===== config.mk =====
export PLATFORM = sky130hd
export DESIGN_NAME = pwr_partition_gate
export DESIGN_NICKNAME = d
export VERILOG_FILES = /design/src/rtl/pwr_partition_gate.sv
export SDC_FILE = /design/constraint.sdc
export NUM_CORES = 1
export LEC_CHECK = 0
export CORE_ASPECT_RATIO = 1.1
export CORE_UTILIZATION = 57
export CTS_CLUSTER_DIAMETER = 100
export CTS_CLUSTER_SIZE = 14
export DETAILED_ROUTE_END_ITERATION = 8
export DONT_BUFFER_PORTS = 1
export PLACE_DENSITY = 0.8
export SLEW_MARGIN = 10
export SYNTH_ARGS = -nofsm -noshare
export SYNTH_HDL_FRONTEND = slang
export SYNTH_SLANG_ARGS = --single-unit

===== constraint.sdc =====
create_clock -name clk -period 2.4 [get_ports clk]
set_input_delay 0.36 -clock clk [delete_from_list [all_inputs] [get_ports clk]]
set_output_delay 0.36 -clock clk [all_outputs]
set_load 0.02 [all_outputs]

===== src/rtl/pwr_partition_gate.sv =====
module pwr_partition_gate #(
  parameter int NUM_PART = 23,
  parameter int ID_W     = 5,
  parameter int TIMER_W  = 20,
  parameter int MULT_W   = 2,
  parameter logic [NUM_PART-1:0] RESET_ON = '0
) (
  input  logic                clk,
  input  logic                rst_n,
  input  logic                bus_en,
  input  logic                bus_we,
  input  logic [1:0]          bus_addr,
  input  logic [31:0]         bus_wdata,
  output logic [31:0]         bus_rdata,
  output logic [NUM_PART-1:0] pwr_en,
  output logic                busy
);
  localparam int DATA_W    = 32;
  localparam int START_BIT = 8;
  localparam int MAX_SHIFT = (1 << MULT_W) - 1;
  localparam int CNT_W     = TIMER_W + MAX_SHIFT;
  localparam logic [1:0] A_REQ = 2'd0, A_STAT = 2'd1, A_TMR = 2'd2, A_MULT = 2'd3;

  logic                start_q, ramp_q;
  logic [ID_W-1:0]     id_q;
  logic [TIMER_W-1:0]  timer_q;
  logic [MULT_W-1:0]   mult_q;
  logic [NUM_PART-1:0] status_q, en_q, cur_q, sel_mask;
  logic [CNT_W-1:0]    cnt_q, delay;
  logic                wr, wr_req;
  logic                unused_wbits;

  assign busy         = start_q | ramp_q;
  assign wr           = bus_en & bus_we;
  assign wr_req       = wr & (bus_addr == A_REQ) & ~busy;
  assign sel_mask     = NUM_PART'(1) << id_q;
  assign delay        = CNT_W'(timer_q) << mult_q;
  assign pwr_en       = en_q;
  assign unused_wbits = ^bus_wdata;

  always_ff @(posedge clk or negedge rst_n) begin
    if (!rst_n) begin
      start_q  <= 1'b0;
      ramp_q   <= 1'b0;
      id_q     <= '0;
      timer_q  <= '0;
      mult_q   <= '0;
      status_q <= RESET_ON;
      en_q     <= RESET_ON;
      cur_q    <= '0;
      cnt_q    <= '0;
    end else begin
      if (ramp_q) begin
        if (cnt_q == '0) begin
          status_q <= status_q | cur_q;
          ramp_q   <= 1'b0;
        end else begin
          cnt_q <= cnt_q - 1'b1;
        end
      end else if (start_q) begin
        start_q <= 1'b0;
        if ((sel_mask != '0) && ((status_q & sel_mask) == '0)) begin
          en_q   <= en_q | sel_mask;
          cur_q  <= sel_mask;
          cnt_q  <= delay;
          ramp_q <= 1'b1;
        end
      end
      if (wr_req) begin
        id_q    <= bus_wdata[ID_W-1:0];
        start_q <= bus_wdata[START_BIT];
      end
      if (wr && bus_addr == A_TMR)  timer_q <= bus_wdata[TIMER_W-1:0];
      if (wr && bus_addr == A_MULT) mult_q  <= bus_wdata[MULT_W-1:0];
    end
  end

  always_comb begin
    bus_rdata = '0;
    case (bus_addr)
      A_REQ: begin
        bus_rdata[ID_W-1:0]  = id_q;
        bus_rdata[START_BIT] = start_q;
      end
      A_STAT:  bus_rdata = DATA_W'(status_q);
      A_TMR:   bus_rdata = DATA_W'(timer_q);
      default: bus_rdata = DATA_W'(mult_q);
    endcase
  end

  assert_status_sticky_R9: assert property (@(posedge clk) disable iff (!rst_n)
    (($past(status_q) & ~status_q) == '0));
  assert_enable_sticky_R9: assert property (@(posedge clk) disable iff (!rst_n)
    (($past(en_q) & ~en_q) == '0));
  assert_status_needs_enable_R4: assert property (@(posedge clk) disable iff (!rst_n)
    ((status_q & ~en_q) == '0));
  assert_start_clears_R3: assert property (@(posedge clk) disable iff (!rst_n)
    start_q |=> !start_q);
  assert_single_set_R5: assert property (@(posedge clk) disable iff (!rst_n)
    $onehot0(status_q & ~$past(status_q)));
  assert_busy_write_ignored_R8: assert property (@(posedge clk) disable iff (!rst_n)
    (busy && wr && bus_addr == A_REQ) |=> $stable(id_q));
endmodule


---- After elaboration in Yosys (flattened, before gate mapping) ----
Cells that the tools add are included.
storage, ports and cells
  register bits after elaboration ......... 121
  bits of input ports ..................... 38
  output and inout port bits .............. 56
operators by class
  add/subtract/negate cells ............... 1
  equality and inequality tests ........... 5
  shifts and indexed selects .............. 2
  muxes and demuxes ....................... 14
  bitwise operators ....................... 9
  reduce and logical (&&, ||, !) cells .... 12
operator list
  kind                     number
  $mux W23                 4
  $logic_not A23 Y1        2
  $or A23 B23 Y23          2
  $pmux W14 S2             1
  $and A23 B23 Y23         1
  $reduce_bool A23 Y1      1
  $shl A1 B5 Y23 const A   1
  $shl A20 B2 Y23          1
  $sub A23 B1 Y23 const B  1
  $pmux W5 S3              1
  $mux W1                  6
  $pmux W3 S2              1
  $reduce_and A3 Y1        2
  $eq A2 B2 Y1 const B     2
  $reduce_bool A2 Y1       2
  $and A1 B1 Y1            3
  $logic_and A1 B1 Y1      3
  $pmux W1 S3              1
  $eq A2 B1 Y1 const B     1
  $logic_not A2 Y1         1
  $ne A2 B1 Y1 const B     1
  $ne A2 B2 Y1 const B     1
  $not A1 Y1               2
  $reduce_and A2 Y1        1
  $or A1 B1 Y1             1

---- Depth between registers and ports, before layout ----
Gate-level depths: netlist of the first run.
  word-level depth ........................ 7
  gate-level depth with buffers ........... 11
  mapped depth without buffers ............ 8

---- Worst setup path before layout of the first run ----
Ideal clock, no wire load.
  path kind ............................... reg-to-reg
  start ................................... register id_q[0]
  end ..................................... register cnt_q[20]
  library setup time ...................... 141 ps
  arrival time ............................ 2197 ps
  required time ........................... 2259 ps
  slack ................................... 62 ps
  stages on the path, launching flop included .. 10
  path buffers ............................ 3
  clock period less this slack ............ 2338 ps
  cells stage by stage .................... dfrtp_1 clkbuf_1 mux2_2 nand4b_1 nand4_1 or4_4 buf_6 buf_2 a311oi_1 a221oi_1
on the way
  word-level cells in the longest chain between the ends .. 6
  elaborated cells between the ends (all ways) .. 7
  those cells by class .................... 1 x shift; 1 x bitwise; 5 x reduce/logical
RTL lines
  item                            RTL line  RTL
  start, declared                 25        logic [ID_W-1:0] id_q;
  start signal, assigned          70        id_q <= bus_wdata[ID_W-1:0];
  $shl A1 B5 Y23 *                36        assign sel_mask = NUM_PART'(1) << id_q;
  $and A23 B23 Y23                62        if ((sel_mask != '0) && ((status_q & sel_mask) == '0)) begin
  $logic_not A23 Y1               62
  $logic_and A1 B1 Y1 *           62
  $reduce_bool A2 Y1 (no line) *  n/a
  $reduce_and A3 Y1 (no line) *   n/a
  end signal, assigned            58        cnt_q <= cnt_q - 1'b1;
  end signal, assigned            65        cnt_q <= delay;
  end, declared                   29        logic [CNT_W-1:0] cnt_q, delay;
Every way passes the cells marked *; elsewhere a longest branch is shown, timed or not.
A chain may end at the register's enable or synchronous reset.

---- Worst setup path after layout of the first run ----
  start ................................... register id_q[1]
  end ..................................... register cnt_q[20]
Same word-level chain as after synthesis.

==> results_dict.tcl, run 1 <==
set metrics [dict create \
    status "finished, violations left" \
    violations "hold timing, setup timing" \
    p_clk_share_pct 35.2 \
    yosys_most_used_dff "dfrtp_1" \
    ys_seq_elements 121 \
    fin_crit_sh_pct 104 \
    antenna_found_initial 0 \
    synth_cell_types 55 \
    tightest_slew_ns 0.754 \
    grt_pass1_vias 4927 \
    dr.pass1.iters 5 \
    drcViolationCount 0 \
    tritoncts "yes" \
    syn_area_um2 6100 \
    hold_violations 121 \
    grt_max_degree 122 \
    path_buf_inv 2 \
    crit_path_frequent_cell "a221oi_2" \
    crit_path_cell_trace "buf_6, mux2_4, a31oi_4, a221oi_2, or4_4, and2_4, buf_12, a221oi_2" \
    postSynthCellCount 563 \
    swShare_pct 32.1 \
    clkTransAtPathRegs_ns 0.05 \
    arrival_ns 2.80 \
    critical-path-top-delay-family "simple AND/OR/NAND/NOR gates" \
    die-area_um2 11100 \
    grt-ovfl-total 0 \
    slew_viol_final 0 \
    ant_nets 0 \
    avgViaCountPerCell 6.46 \
    boundaryPins 94 \
    end_kind "register" \
    final_nets 647 \
    start_util_pct 58.7 \
    finalSetupViolations 54 \
    p_switching_mw 2.41 \
    place_congestion 0.944 \
    async_flop_share_pct 100 \
    ir_worst_vdd_v 0.000560 \
    cts_max_path_buffers 2 \
    crit_fanout 7 \
    grt_use_total_pct 30.7 \
    drv_cap 0 \
    place_ws_ns -0.298 \
    wirelength_um 16600 \
    max_stage_delay_ns 0.59 \
    skew_ns 0.00866 \
    clk_latency_ns 0.41 \
    grt_pass1_wl_um 25800 \
    ys_seq_area_share_pct 49.7 \
    die_w_um 101 \
    required_ns 2.71 \
    comb_power_share_pct 27.7 \
    slew_headroom_pct 49.3 \
    power.leakage_nw 3.66 \
    port_buffers 0 \
    cts.sinks 121 \
    fp-row-count 39 \
    critical_path_class "reg -> reg" \
    drt_iter0_drc 501 \
    cts_buffers 17 \
    antenna_cells 0 \
    rsz0062_at_grt "yes" \
    root_buffer "clkbuf_16" \
    hold_slack_ns -0.352 \
    wire_per_inst_um 21.8 \
    intPower_mw 5.09 \
    drive_above_1_share_pct 28.9 \
    dp_hpwl_um 10500 \
    start_kind "register" \
    synth.avg_cell_area_um2 10.8 \
    worst_path_max_delay_cell "or4_4" \
    syn_to_final_growth_pct 23.3 \
    holdCritPathClass "in -> async" \
    core_area_um2 10400 \
    fin_crit_ns 2.49 \
    htree_levels 4 \
    die_height_um 110 \
    power_density_nw_per_um2 997 \
    synth_enable_flop_cells 0 \
    rrSetupSlack_ns -0.09 \
    timing.fmax_mhz 401 \
    seq_power_share_pct 37.0 \
    ys_warn_count 0 \
    finalWorstSetupSlack_ns -0.0944 \
    post-route-util_pct 72.3 \
    vias 4904 \
]
per-stage QoR:
step	setup TNS [ns]	instances	power [mW]	cell area, um2	hold WS (ns)
after floorplan	0	571	3.87	6130	0.0644
after global placement	-5.46	715	4.30	6440	0.0689
after detailed placement	-11.58	715	4.39	6440	0.0693
after CTS	-0.740	750	7.17	7220	-0.359
after global routing	-6.01	759	7.79	7520	-0.370
final	-2.98	759	7.50	7520	-0.352
layer usage:
metal / GRT usage (%) / share of wire (%) / routed length, um
met1: 37.7 / 37 / 6160
met2: 51.2 / 52 / 8650
met3: 7.41 / 7.4 / 1220
met4: 13.1 / 3.4 / 557
met5: 0 / 0 / 0
worst register-to-register path, delay by kind of cell, from the launching register on:
kind / cells / cell delay, ns
AO/OA/AOI/OAI: 3 / 0.51
buffers and inverters: 2 / 0.30
flip-flops: 1 / 0.45
multiplexers: 1 / 0.31
AND/OR/NAND/NOR: 2 / 0.82
area by class of cell:
| cell class | instances | area, um2 |
|---|---|---|
| inverters | 30 | 113 |
| clock buffers | 20 | 437 |
| well taps | 143 | 179 |
| repair buffers | 63 | 596 |
| flip-flops and latches | 121 | 3030 |
| fillers | 681 | 2870 |
| multi-input cells | 370 | 2990 |
| clock inverters | 12 | 175 |
kinds of logic after synthesis:
kind of cell | after synthesis | share of synthesized area [%]
xor+xnor | 17 | 2.44
other cells | 1 | 0.0615
mux | 59 | 11.3
buf+inv | 81 | 6.34
flops | 121 | 49.7
simple gates | 135 | 11.3
fa+ha+maj | 6 | 1.23
compound gates | 143 | 17.7
Yosys cell counts, types with 13 or more instances:
cell type,n,area share [%]
a21o_1,33,4.1
a21oi_1,14,1.1
a221oi_1,19,2.7
a22o_1,22,3.2
buf_2,15,1.2
clkbuf_1,20,1.2
dfrtp_1,121,50
inv_1,30,1.8
mux2_2,29,5.4
mux2i_1,24,3.9
nand2_1,45,2.8
nor2_1,22,1.4
o21ai_1,13,1.1
o21bai_1,14,1.7
xnor2_1,16,2.3
power groups by stage:
stage                     Clock, mW  Combinational (mW)  Sequential [mW]
after detailed placement          0                1.62             2.77
after floorplan                   0                1.27             2.60
final                          2.64                2.08             2.78
after global placement            0                1.54             2.75
after global routing           2.75                2.23             2.81
after CTS                      2.65                1.77             2.76
cells in the final DEF (no fill, tap or decap), types with 7 or more instances in the layout:
master,instances
a21o_1,33
a21oi_1,13
a221oi_2,16
a22o_1,22
and3_1,7
buf_4,47
buf_6,10
clkbuf_16,19
conb_1,9
dfrtp_1,117
inv_1,29
mux2_2,29
mux2i_1,24
nand2_1,45
nand3_1,9
nor2_1,21
nor3_1,11
o21ai_2,8
o21bai_1,14
xnor2_1,16
registers in the layout, indices dropped and copies added, names as in the netlist:
register  flops
cnt_q        23
cur_q        23
id_q          5
mult_q        2
pwr_en       23
ramp_q        1
start_q       1
status_q     23
timer_q      20
worst paths after layout:
| kind | startpoint | end | cells after the start |
|---|---|---|---|
| min in group clk | bus_wdata[7] | timer_q[7]$_DFFE_PN0P_ | 1 |
| max in group asynchronous | rst_n | id_q[4]$_DFFE_PN0P_ | 0 |
| min | rst_n | cnt_q[17]$_DFFE_PN0P_ | 0 |
| max | id_q[1]$_DFFE_PN0P_ | cnt_q[20]$_DFFE_PN0P_ | 8 |
| max reg2reg | id_q[1]$_DFFE_PN0P_ | cnt_q[20]$_DFFE_PN0P_ | 8 |
| min reg2reg | cur_q[21]$_DFFE_PN0P_ | status_q[21]$_DFFE_PN0P_ | 1 |
what timing repair did:
action                                 in CTS  in global routing
gates cloned                                1                  2
setup endpoints to repair                  67                 69
pin swaps                                   9                 41
buffers inserted                            2                  7
resized for setup                          35                 40
endpoints found under the hold margin     121                121
(Power assumes the default switching activity.)
==> run 2, diff against run 1 <==
--- a/config.mk
+++ b/config.mk
@@ -7,6 +7,7 @@
 export LEC_CHECK = 0
 export CORE_ASPECT_RATIO = 1.1
 export CORE_UTILIZATION = 57
+export CTS_BUF_LIST = sky130_fd_sc_hd__clkbuf_4 sky130_fd_sc_hd__clkbuf_8 sky130_fd_sc_hd__clkbuf_16
 export CTS_CLUSTER_DIAMETER = 100
 export CTS_CLUSTER_SIZE = 14
 export DETAILED_ROUTE_END_ITERATION = 8
==> run 2 against run 1 <==
The run still ends with hold timing, setup timing left. Clock skew fell by 0.0031 ns. Combinational power fell by 3%. Sequential power about the same. Clock power up 2%. Register-to-register slack worse by 0.03 ns. Highest routed layer unchanged.
==> results_dict.tcl, run 2 (synthesis gave the netlist of run 1 again) <==
set metrics [dict create \
    critical_path_class "reg -> reg" \
    finalSetupViolations 51 \
    ir_worst_vdd_v 0.000557 \
    ant_nets 0 \
    cts_buffers 17 \
    avgViaCountPerCell 6.55 \
    hold_slack_ns -0.354 \
    fp-row-count 39 \
    die-area_um2 11100 \
    drt_iter0_drc 523 \
    violations "hold timing, setup timing" \
    post-route-util_pct 72.4 \
    grt_use_total_pct 30.8 \
    cts.sinks 121 \
    port_buffers 0 \
    layout.cells.non_filler 760 \
    drive_above_1_share_pct 29.3 \
    status "finished, violations left" \
    tns_ns -3.31 \
    slew_headroom_pct 51.2 \
    arrival_ns 2.82 \
    dpl.cell_count 715 \
    place_congestion 0.944 \
    grt_pass1_wl_um 25800 \
    end_kind "register" \
    final_common_cell "dfrtp_1" \
    grt-ovfl-total 0 \
    power_density_nw_per_um2 993 \
    die_w_um 101 \
    antenna_cells 0 \
    drcViolationCount 0 \
    drv_cap 0 \
    worst_path_max_delay_cell "or4_4" \
    fin_total_pwr_mw 7.48 \
    hold_violations 121 \
    vias 4979 \
    boundaryPins 94 \
    clk_latency_ns 0.41 \
    clkTransAtPathRegs_ns 0.05 \
    multiInputGateArea_um2 2990 \
    start_kind "register" \
    crit_path_cell_trace "mux2_4, a31oi_1, a221oi_4, or4_4, and2_4, buf_12, a211o_1" \
    fin_crit_ns 2.53 \
    root_buffer "clkbuf_16" \
    grt_max_degree 122 \
    cts_max_path_buffers 2 \
    die_height_um 110 \
    final_nets 648 \
    core_area_um2 10400 \
    holdCritPathClass "in -> async" \
    timing.fmax_mhz 395 \
    dp_hpwl_um 10500 \
    mostFrequentLayoutCells "117 x dfrtp_1, 46 x buf_4, 45 x nand2_1" \
    dr.pass1.iters 7 \
    crit_fanout 10 \
    critical-path-top-delay-family "simple AND/OR/NAND/NOR gates" \
    required_ns 2.69 \
    seq_area_um2 3030 \
    grt_pass1_vias 4894 \
    wire_per_inst_um 22.5 \
    syn_to_final_growth_pct 23.5 \
    finalWorstSetupSlack_ns -0.129 \
    skew_ns 0.00557 \
    num-fill-cells 678 \
    max_stage_delay_ns 0.58 \
    htree_levels 4 \
    rsz0062_at_grt "yes" \
    tightest_slew_ns 0.727 \
    slew_viol_final 0 \
    path_buf_inv 1 \
    start_util_pct 58.7 \
    antenna_found_initial 0 \
    fin_crit_sh_pct 105 \
    power.leakage_nw 3.68 \
    wirelength_um 17100 \
    tritoncts "yes" \
]
[run 2: cell types whose count changed in the layout (fill, tap and decap cells not counted), sizes merged]
cell	change
clkbuf	-1
or3	+1
or4	+1
[run 2: path summary, 6_finish.rpt]
check                                 startpoint                  endpoint  slack, ns  depth (start not counted)
setup / recovery             id_q[2]$_DFFE_PN0P_      cnt_q[0]$_DFFE_PN0P_      -0.13                          7
hold / removal                             rst_n     cnt_q[15]$_DFFE_PN0P_      -0.35                          0
setup reg to reg             id_q[2]$_DFFE_PN0P_      cnt_q[0]$_DFFE_PN0P_      -0.13                          7
hold reg to reg            cur_q[19]$_DFFE_PN0P_  status_q[19]$_DFFE_PN0P_       0.47                          1
max in group asynchronous                  rst_n       id_q[4]$_DFFE_PN0P_       2.51                          0
min in group clk                    bus_wdata[7]    timer_q[7]$_DFFE_PN0P_       0.10                          1
[run 2: where the power goes]
part / total, mW / leakage (nW) / internal [mW] / switching (mW)
logic: 2.02 / 1.84 / 0.961 / 1.05
registers: 2.78 / 1.54 / 2.35 / 0.430
clock network: 2.68 / 0.300 / 1.77 / 0.914
total: 7.48 / 3.68 / 5.08 / 2.40
[run 2: cell type report]
cell class / count / area share [%]
clock inverter: 12 / 2.33
tap: 143 / 2.38
clock buffer: 20 / 5.95
sequential: 121 / 40.3
inverter: 30 / 1.50
timing repair buffer: 62 / 7.86
multi-input combinational: 372 / 39.7
[run 2: metrics by stage]
step | setup WS, ns | instance area (um2)
after floorplan | 0.0620 | 6130
final | -0.129 | 7530
after global placement | -0.164 | 6440
after global routing | -0.173 | 7530
after CTS | -0.0600 | 7220
after detailed placement | -0.298 | 6440
[run 2: repair_timing]
action,4_1_cts,5_1_grt
cloned,1,4
pin swaps,9,25
endpoints found under the hold margin,121,121
buffers inserted,2,6
gates resized for setup,34,39
setup endpoints to repair,67,69
[run 2: layer usage]
layer	routed length [um]	global-route usage (%)	share of wire [%]
met3	1430	7.34	8.4
met1	6180	38.0	36
met4	721	12.6	4.2
met2	8760	51.6	51
met5	0	0	0
[run 2: worst register-to-register path, stage by stage (launching register included)]
cell      delay (ns)
dfrtp_2         0.47
mux2_4          0.32
a31oi_1         0.28
a221oi_4        0.12
or4_4           0.59
and2_4          0.20
buf_12          0.14
a211o_1         0.29
==> run 3, diff against run 2 <==
--- a/config.mk
+++ b/config.mk
@@ -6,13 +6,13 @@
 export NUM_CORES = 1
 export LEC_CHECK = 0
 export CORE_ASPECT_RATIO = 1.1
-export CORE_UTILIZATION = 57
+export CORE_UTILIZATION = 65
 export CTS_BUF_LIST = sky130_fd_sc_hd__clkbuf_4 sky130_fd_sc_hd__clkbuf_8 sky130_fd_sc_hd__clkbuf_16
 export CTS_CLUSTER_DIAMETER = 100
-export CTS_CLUSTER_SIZE = 14
+export CTS_CLUSTER_SIZE = 10
 export DETAILED_ROUTE_END_ITERATION = 8
 export DONT_BUFFER_PORTS = 1
-export PLACE_DENSITY = 0.8
+export PLACE_DENSITY = 0.86
 export SLEW_MARGIN = 10
 export SYNTH_ARGS = -nofsm -noshare
 export SYNTH_HDL_FRONTEND = slang
==> constraint.sdc (replaced) <==
create_clock -name clk -period 3.3 [get_ports clk]
set_input_delay 0.495 -clock clk [delete_from_list [all_inputs] [get_ports clk]]
set_output_delay 0.495 -clock clk [all_outputs]
set_load 0.02 [all_outputs]
==> run 3 against run 2 <==
The run now ends clean. Clock power is 33% lower. Global-route usage rose by 0.79 points. Via count shrank 9.3%. Sequential share of layout area rose by 5.0 points. Core utilization rose by 2.1 points. Final cell count fell by 11%. Total power down 35%. Non-clock buffer count down 50. Largest cell class unchanged.
==> results_dict.tcl, run 3 (synthesis gave the netlist of run 1 again) <==
set metrics [dict create \
    status "completed" \
    ant_nets 0 \
    final_common_cell "dfrtp_1" \
    grt_use_total_pct 31.6 \
    wire_per_inst_um 21.4 \
    rsz0062_at_grt "no" \
    dp_hpwl_um 9590 \
    crit_path_frequent_cell "a221oi_1" \
    worst_path_max_delay_cell "or4_4" \
    start_kind "register" \
    start_util_pct 68.0 \
    timing.fmax_mhz 338 \
    syn_to_final_growth_pct 9.62 \
    place_congestion 0.943 \
    wirelength_um 14500 \
    hold_violations 0 \
    grt_pass1_vias 4575 \
    power.leakage_nw 3.29 \
    tightest_slew_ns 1.02 \
    grt-ovfl-total 0 \
    fin_crit_sh_pct 89.7 \
    cp-startpoint "id_q[1]$_DFFE_PN0P_" \
    die_w_um 94.4 \
    root_buffer "clkbuf_8" \
    rrSetupSlack_ns 0.34 \
    cts_max_path_buffers 2 \
    antenna_found_initial 0 \
    drcViolationCount 0 \
    vias 4515 \
    drt_iter0_drc 394 \
    critical_path_class "reg -> reg" \
    drive_above_1_share_pct 14.7 \
    clkTransAtPathRegs_ns 0.06 \
    fp-row-count 36 \
    port_buffers 0 \
    holdCritPathClass "in -> reg" \
    arrival_ns 3.36 \
    grt_max_degree 122 \
    antenna_cells 0 \
    worstReg2RegStart "id_q[1]$_DFFE_PN0P_" \
    drv_cap 0 \
    mostFrequentLayoutCells "121 x dfrtp_1, 45 x nand2_1, 33 x a21o_1" \
    cts.sinks 121 \
    post_cts_resized 0 \
    max_stage_delay_ns 0.69 \
    boundaryPins 94 \
    slew_headroom_pct 32.0 \
    path_buf_inv 0 \
    power_density_nw_per_um2 727 \
    cts_buffers 17 \
    crit_path_cell_trace "mux2_4, a31oi_1, a221oi_1, or4_4, and2_1, a221oi_1" \
    hp-start "bus_wdata[9]" \
    final_nets 595 \
    grt_pass1_wl_um 23500 \
    tritoncts "yes" \
    die_height_um 104 \
    crit_fanout 20 \
    htree_levels 4 \
    slew_viol_final 0 \
    clk_latency_ns 0.52 \
    finalSetupViolations 0 \
    required_ns 3.70 \
    die-area_um2 9770 \
    end_kind "register" \
    skew_ns 0.00723 \
    ir_worst_vdd_v 0.000418 \
    critical-path-top-delay-family "simple AND/OR/NAND/NOR gates" \
    core_area_um2 8960 \
    tns_ns 0 \
    avgViaCountPerCell 6.66 \
    dr.pass1.iters 5 \
    fin_crit_ns 2.96 \
    design_area_um2 6690 \
    dpl_cell_area_um2 6070 \
]
-- run 3: changes by cell type in the layout (fill, tap and decap cells not counted), sizes merged --
cell,before,now
or3b,3,2
or3,5,4
clkbuf,21,19
or4,3,2
clkinvlp,3,2
inv,30,33
buf,61,11
dlygate4sd3,0,1
clkinv,5,6
bufinv,4,2
-- run 3: path summary, 6_finish.rpt --
path / cells after the start / end
setup / recovery: 6 / cnt_q[4]$_DFFE_PN0P_
hold / removal: 1 / timer_q[9]$_DFFE_PN0P_
setup reg to reg: 6 / cnt_q[4]$_DFFE_PN0P_
hold reg to reg: 1 / status_q[1]$_DFFE_PN0P_
max in group asynchronous: 2 / timer_q[1]$_DFFE_PN0P_
min in group asynchronous: 2 / cnt_q[15]$_DFFE_PN0P_
-- run 3: through the flow --
step / util, % / std cells / total power, mW / hold slack (ns) / setup WS (ns)
2_1_floorplan: - / 571 / 2.82 / 0.199 / 0.962
3_3_place_gp: 67.7 / 644 / 2.95 / 0.204 / 0.479
3_5_place_dp: 67.7 / 644 / 3.02 / 0.203 / 0.413
4_1_cts: 74.6 / 678 / 4.85 / 0.114 / 0.374
5_1_grt: 74.6 / 678 / 5.08 / 0.110 / 0.139
6_report: 74.6 / 678 / 4.86 / 0.124 / 0.339
-- run 3: metal layers --
layer,track usage (%),up-vias,routed length [um]
li1,-,2007,-
met4,13.5,0,444
met3,6.39,36,933
met2,50.1,196,7180
met5,0,-,0
met1,42.0,2276,5920
-- run 3: cell type report --
class	instances	area (um2)
clock buffers	19	429
repair buffers	12	113
multi-input cells	369	2710
well taps	114	143
inverters	30	113
clock inverters	13	146
fillers	534	2280
flip-flops and latches	121	3030
-- run 3: what timing repair did --
item,4_1_cts,5_1_grt
setup buffers,0,0
hold buffers,2,0
hold endpoints to repair,121,0
-- run 3: power by group --
part / total, mW / internal (mW) / leakage [nW] / switching (mW)
sequential: 2.05 / 1.71 / 1.55 / 0.348
combinational: 1.02 / 0.452 / 1.46 / 0.565
clock: 1.79 / 1.10 / 0.280 / 0.692
total: 4.86 / 3.26 / 3.29 / 1.61
-- run 3: worst register-to-register path, stage by stage, from the launching register on --
cell and delay [ns]:
dfrtp_1 0.68, mux2_4 0.35, a31oi_1 0.17, a221oi_1 0.10
or4_4 0.69, and2_1 0.43, a221oi_1 0.42
